## src/rtl/lsm_beat_seq.sv

```systemverilog
module lsm_beat_seq #(
  parameter int NREG = 16,
  parameter int AW   = 32,
  localparam int IW  = $clog2(NREG)
) (
  input  logic            clk,
  input  logic            rst_n,
  input  logic            start,
  input  logic [NREG-1:0] reg_list,
  input  logic [AW-1:0]   base_addr,
  input  logic            is_load,
  output logic            busy,
  output logic            exec_hold,
  output logic            done,
  output logic [NREG-1:0] reg_pending,
  output logic            mem_valid,
  output logic            mem_write,
  output logic [AW-1:0]   mem_addr,
  output logic [1:0]      mem_lane_en,
  output logic [IW-1:0]   mem_reg_lo,
  output logic [IW-1:0]   mem_reg_hi
);
  logic [NREG-1:0] rem_q;
  logic [AW-1:0]   addr_q;
  logic            mis_q, wr_q, hold_q, done_q;
  logic [IW-1:0]   lo_idx, sec_idx;

  always_comb begin
    lo_idx = '0;
    for (int i = NREG - 1; i >= 0; i--)
      if (rem_q[i]) lo_idx = IW'(i);
  end

  wire [NREG-1:0] lo_bit = NREG'(1) << lo_idx;
  wire [NREG-1:0] rest   = rem_q & ~lo_bit;

  always_comb begin
    sec_idx = '0;
    for (int i = NREG - 1; i >= 0; i--)
      if (rest[i]) sec_idx = IW'(i);
  end

  wire sec_ok = |rest;
  wire single = mis_q;
  wire [NREG-1:0] taken = (single || !sec_ok) ? lo_bit : (lo_bit | (NREG'(1) << sec_idx));
  wire [NREG-1:0] rem_nxt = rem_q & ~taken;
  wire accept = start & ~busy;

  always_ff @(posedge clk) begin
    if (!rst_n) begin
      rem_q  <= '0;
      addr_q <= '0;
      mis_q  <= 1'b0;
      wr_q   <= 1'b0;
      hold_q <= 1'b0;
      done_q <= 1'b0;
    end else begin
      hold_q <= accept;
      done_q <= accept ? (reg_list == '0) : (busy && rem_nxt == '0);
      if (accept) begin
        rem_q  <= reg_list;
        addr_q <= {base_addr[AW-1:3], 3'b000};
        mis_q  <= |base_addr[2:0];
        wr_q   <= ~is_load;
      end else if (busy) begin
        rem_q  <= rem_nxt;
        addr_q <= addr_q + AW'(8);
        mis_q  <= 1'b0;
      end
    end
  end

  assign busy        = |rem_q;
  assign mem_valid   = busy;
  assign mem_addr    = addr_q;
  assign mem_write   = wr_q;
  assign mem_lane_en = !busy ? 2'b00 : (single ? 2'b10 : {sec_ok, 1'b1});
  assign mem_reg_lo  = lo_idx;
  assign mem_reg_hi  = single ? lo_idx : sec_idx;
  assign reg_pending = rem_q;
  assign exec_hold   = hold_q;
  assign done        = done_q;
endmodule

```

## config.mk

```make
export PLATFORM = sky130hd
export DESIGN_NAME = lsm_beat_seq
export DESIGN_NICKNAME = d
export VERILOG_FILES = /design/src/rtl/lsm_beat_seq.sv
export SDC_FILE = /design/constraint.sdc
export NUM_CORES = 1
export LEC_CHECK = 0
export BUFFER_PORTS_ARGS = -buffer_cell sky130_fd_sc_hd__buf_2
export CELL_PAD_IN_SITES_DETAIL_PLACEMENT = 1
export CELL_PAD_IN_SITES_GLOBAL_PLACEMENT = 1
export CORE_MARGIN = 4
export CORE_UTILIZATION = 37
export CTS_BUF_LIST = sky130_fd_sc_hd__clkbuf_4 sky130_fd_sc_hd__clkbuf_8
export CTS_CLUSTER_DIAMETER = 200
export DETAILED_ROUTE_END_ITERATION = 7
export GPL_TIMING_DRIVEN = 0
export PLACE_DENSITY = 0.79
export SKIP_CTS_REPAIR_TIMING = 1
export SYNTH_ARGS = -nofsm -noshare
export SYNTH_HDL_FRONTEND = slang
export SYNTH_SLANG_ARGS = --single-unit
```

## constraint.sdc

```tcl
create_clock -name clk -period 3.85 [get_ports clk]
set_input_delay 0.385 -clock clk [delete_from_list [all_inputs] [get_ports clk]]
set_output_delay 0.385 -clock clk [all_outputs]
set_load 0.01 [all_outputs]
```

==> run_results.csv <==
group,metric,value,unit
outcome,run_status,"complete, no violations",
synthesis,synth_area_leader_cell,"dfxtp_1",
clock_tree,cts_sinks,49,
synthesis,synth_warnings,0,
cells_and_area,nFillCells,1148,
synthesis,yosysTopAreaCellShare,29.5,%
cells_and_area,regArea,987,um2
clock_tree,cts_tree,"done",
placement,place.gp.congestion,0.910,
synthesis,synthTopCellsByArea,"dfxtp_1, nand2_1, o21ai_0",
cells_and_area,multiInputGateArea,2290,um2
setup_path,r2r-start,"reg_pending[11]",
floorplan,coreArea,8720,um2
floorplan,initial_core_util,38.2,%
placement,pre_cts_slack,45.2,ps
cells_and_area,final_common_cell,"buf_2",
min_path,min_from,"reg_list[11]",
cells_and_area,layoutNonFillerInstCount,674,
synthesis,synth_cells,444,
drt,vias,4038,
setup_path,startpoint_type,"register",
setup_path,crit_path_max_fanout,7,
placement,dpl.hpwl,10600,um
floorplan,io_pins,115,
synthesis,synth_flop_cell,"dfxtp_1",
floorplan,die_width,103,um
floorplan,die_h,103,um
min_path,min_path_type,"in -> reg",
drt,first_pass_iters,4,
grt,antenna_found_initial,0,
grt,grt_util_all_layers,25.0,%
clock_tree,cts_buffers,5,
job,maxCapViolCount,0,
placement,io_buffers,111,
sta,setup_ws,174,ps
cells_and_area,area_growth,27.0,%
cells_and_area,nets,618,
setup_path,end_kind,"primary output",
drt,drc_errors,0,
drt,vias_per_cell,5.99,
sta,maxSlewHeadroom,49.4,%
grt,first_global_vias,4201,
clock_tree,cts.htree.levels,2,
floorplan,fp.dieArea,10600,um2
drt,wl,13400,um
sta,rsz0062_at_grt,"no",
clock_tree,path_clk_slew,100,ps
synthesis,ys_seq_area_share,29.5,%
sta,fmax,272,MHz
sta,skew,9.05,ps
synthesis,synth_cell_type_count,66,
sta,hold_violations,0,
sta,drv_slew,0,
synthesis,syn_area,3330,um2
clock_tree,cts-root-buf,"clkbuf_8",
placement,dp.cells,665,
sta,tns,0,ps
floorplan,rows,34,
grt,grt_pass1_wl,20800,um
setup_path,critPathRequiredTime,3460,ps
synthesis,synth_seq_cells,49,
setup_path,crit_start,"reg_pending[15]",
synthesis,synth-edff-count,0,
sta,tightest_slew,753,ps
clock_tree,clk-insertion-delay-late,310,ps
drt,wire_per_inst,19.9,um
drt,drtIter0Drc,126,
sta,min_period,3680,ps
sta,setup_viol,0,
cells_and_area,diodes,0,
setup_path,cp_data_arrival_time,3290,ps
drt,ant_nets,0,
cells_and_area,drive_above_1_share,27.7,%
clock_tree,cts_max_path_buffers,2,
synthesis,syn_area_per_cell,7.50,um2
grt,grt_max_degree,16,
grt,grt-ovfl-total,0,
sta,post-route-period-util,95.5,%
setup_path,crit_type,"reg -> out",
cells_and_area,layout_common_cells,"buf_2, nand2_1, dfxtp_1, o21ai_0, nor2_1",
synthesis,ys_async_sr_fraction,0,%
flip-flops by register name (all words and copies together) (netlist names):
name / count
mem_addr: 29
reg_pending: 16
done: 1
exec_hold: 1
mem_write: 1
mis_q: 1
synthesized netlist by cell type (2+ instances only):
| cell type | number |
|---|---|
| nand2_1 | 61 |
| dfxtp_1 | 49 |
| o21ai_0 | 38 |
| nor2_1 | 31 |
| a21boi_0 | 22 |
| clkbuf_1 | 22 |
| nor3_1 | 17 |
| a211oi_1 | 14 |
| a21oi_1 | 12 |
| nor2b_1 | 10 |
| a22oi_1 | 9 |
| and2_1 | 9 |
| and3_1 | 9 |
| o31ai_1 | 9 |
| inv_1 | 8 |
| nand3_1 | 8 |
| nand4_1 | 8 |
| nor4_1 | 8 |
| o211ai_1 | 8 |
| a31oi_1 | 5 |
| nor3b_1 | 5 |
| a221oi_1 | 4 |
| a311oi_1 | 4 |
| buf_4 | 4 |
| o31a_1 | 4 |
| o32ai_1 | 4 |
| nand2b_1 | 3 |
| o21a_1 | 3 |
| o21bai_1 | 3 |
| or2_1 | 3 |
| or3_1 | 3 |
| or4_1 | 3 |
| a221oi_2 | 2 |
| a32oi_1 | 2 |
| and4_1 | 2 |
| buf_2 | 2 |
| maj3_1 | 2 |
| nand3b_1 | 2 |
| nor4_2 | 2 |
| o211a_1 | 2 |
| o22ai_1 | 2 |
| or2_2 | 2 |
routing by layer:
metal / track usage, % / up-vias / wire [um] / share of wire (%)
met5: 0 / - / 0 / 0
met1: 29.8 / 1981 / 5540 / 41
met4: 8.07 / 0 / 287 / 2.1
li1: - / 1918 / - / -
met3: 2.91 / 18 / 644 / 4.8
met2: 46.4 / 121 / 6960 / 52
cell type report:
class                      count  share of cell area, %
buffer                        29                   3.08
sequential                    49                   23.4
clock buffer                   5                   1.63
clock inverter                 3                  0.414
multi-input combinational    359                   54.2
timing repair buffer         112                   13.3
tap                          108                   3.20
inverter                       9                  0.858
critical path, cell delays in order, from the launching register on:
cell and delay, ps:
dfxtp_1 480, nand2b_1 140, a221oi_2 480, o22ai_2 230, o31ai_1 520, nand3_1 150, o211ai_1 390, o31ai_4 160
nand2_1 180, o21ai_0 90, buf_2 160
metrics by stage:
stage / utilization, % / cell area [um2] / hold slack, ps
final: 48.5 / 4230 / 324
after global routing: 48.5 / 4230 / 341
after CTS: 47.2 / 4110 / 323
after detailed placement: 46.2 / 4030 / 502
after global placement: 46.2 / 4030 / 477
after floorplan: - / 3340 / 512
path summary, 6_finish.rpt:
check,endpoint,slack [ps],depth (start not counted)
max,mem_reg_hi[0],170,10
min,reg_pending[11],320,3
max reg2reg,done,180,12
min reg2reg,mem_addr[24],520,2
logic make-up (layout without fill, tap and decap cells):
| kind of cell | count (synthesis) | after routing | synth area share (%) |
|---|---|---|---|
| adder cells (fa/ha/maj) | 3 | 3 | 0.977 |
| AO/OA/AOI/OAI | 163 | 163 | 35.5 |
| AND/OR/NAND/NOR | 189 | 189 | 28.8 |
| multiplexers | 1 | 1 | 0.301 |
| other | 1 | 3 | 0.113 |
| flip-flops | 49 | 49 | 29.5 |
| buffers and inverters | 38 | 158 | 4.89 |
Power is left out: the tool's default activity adds up to more than one toggle a clock period on the data nets, which glitch-free logic cannot reach.
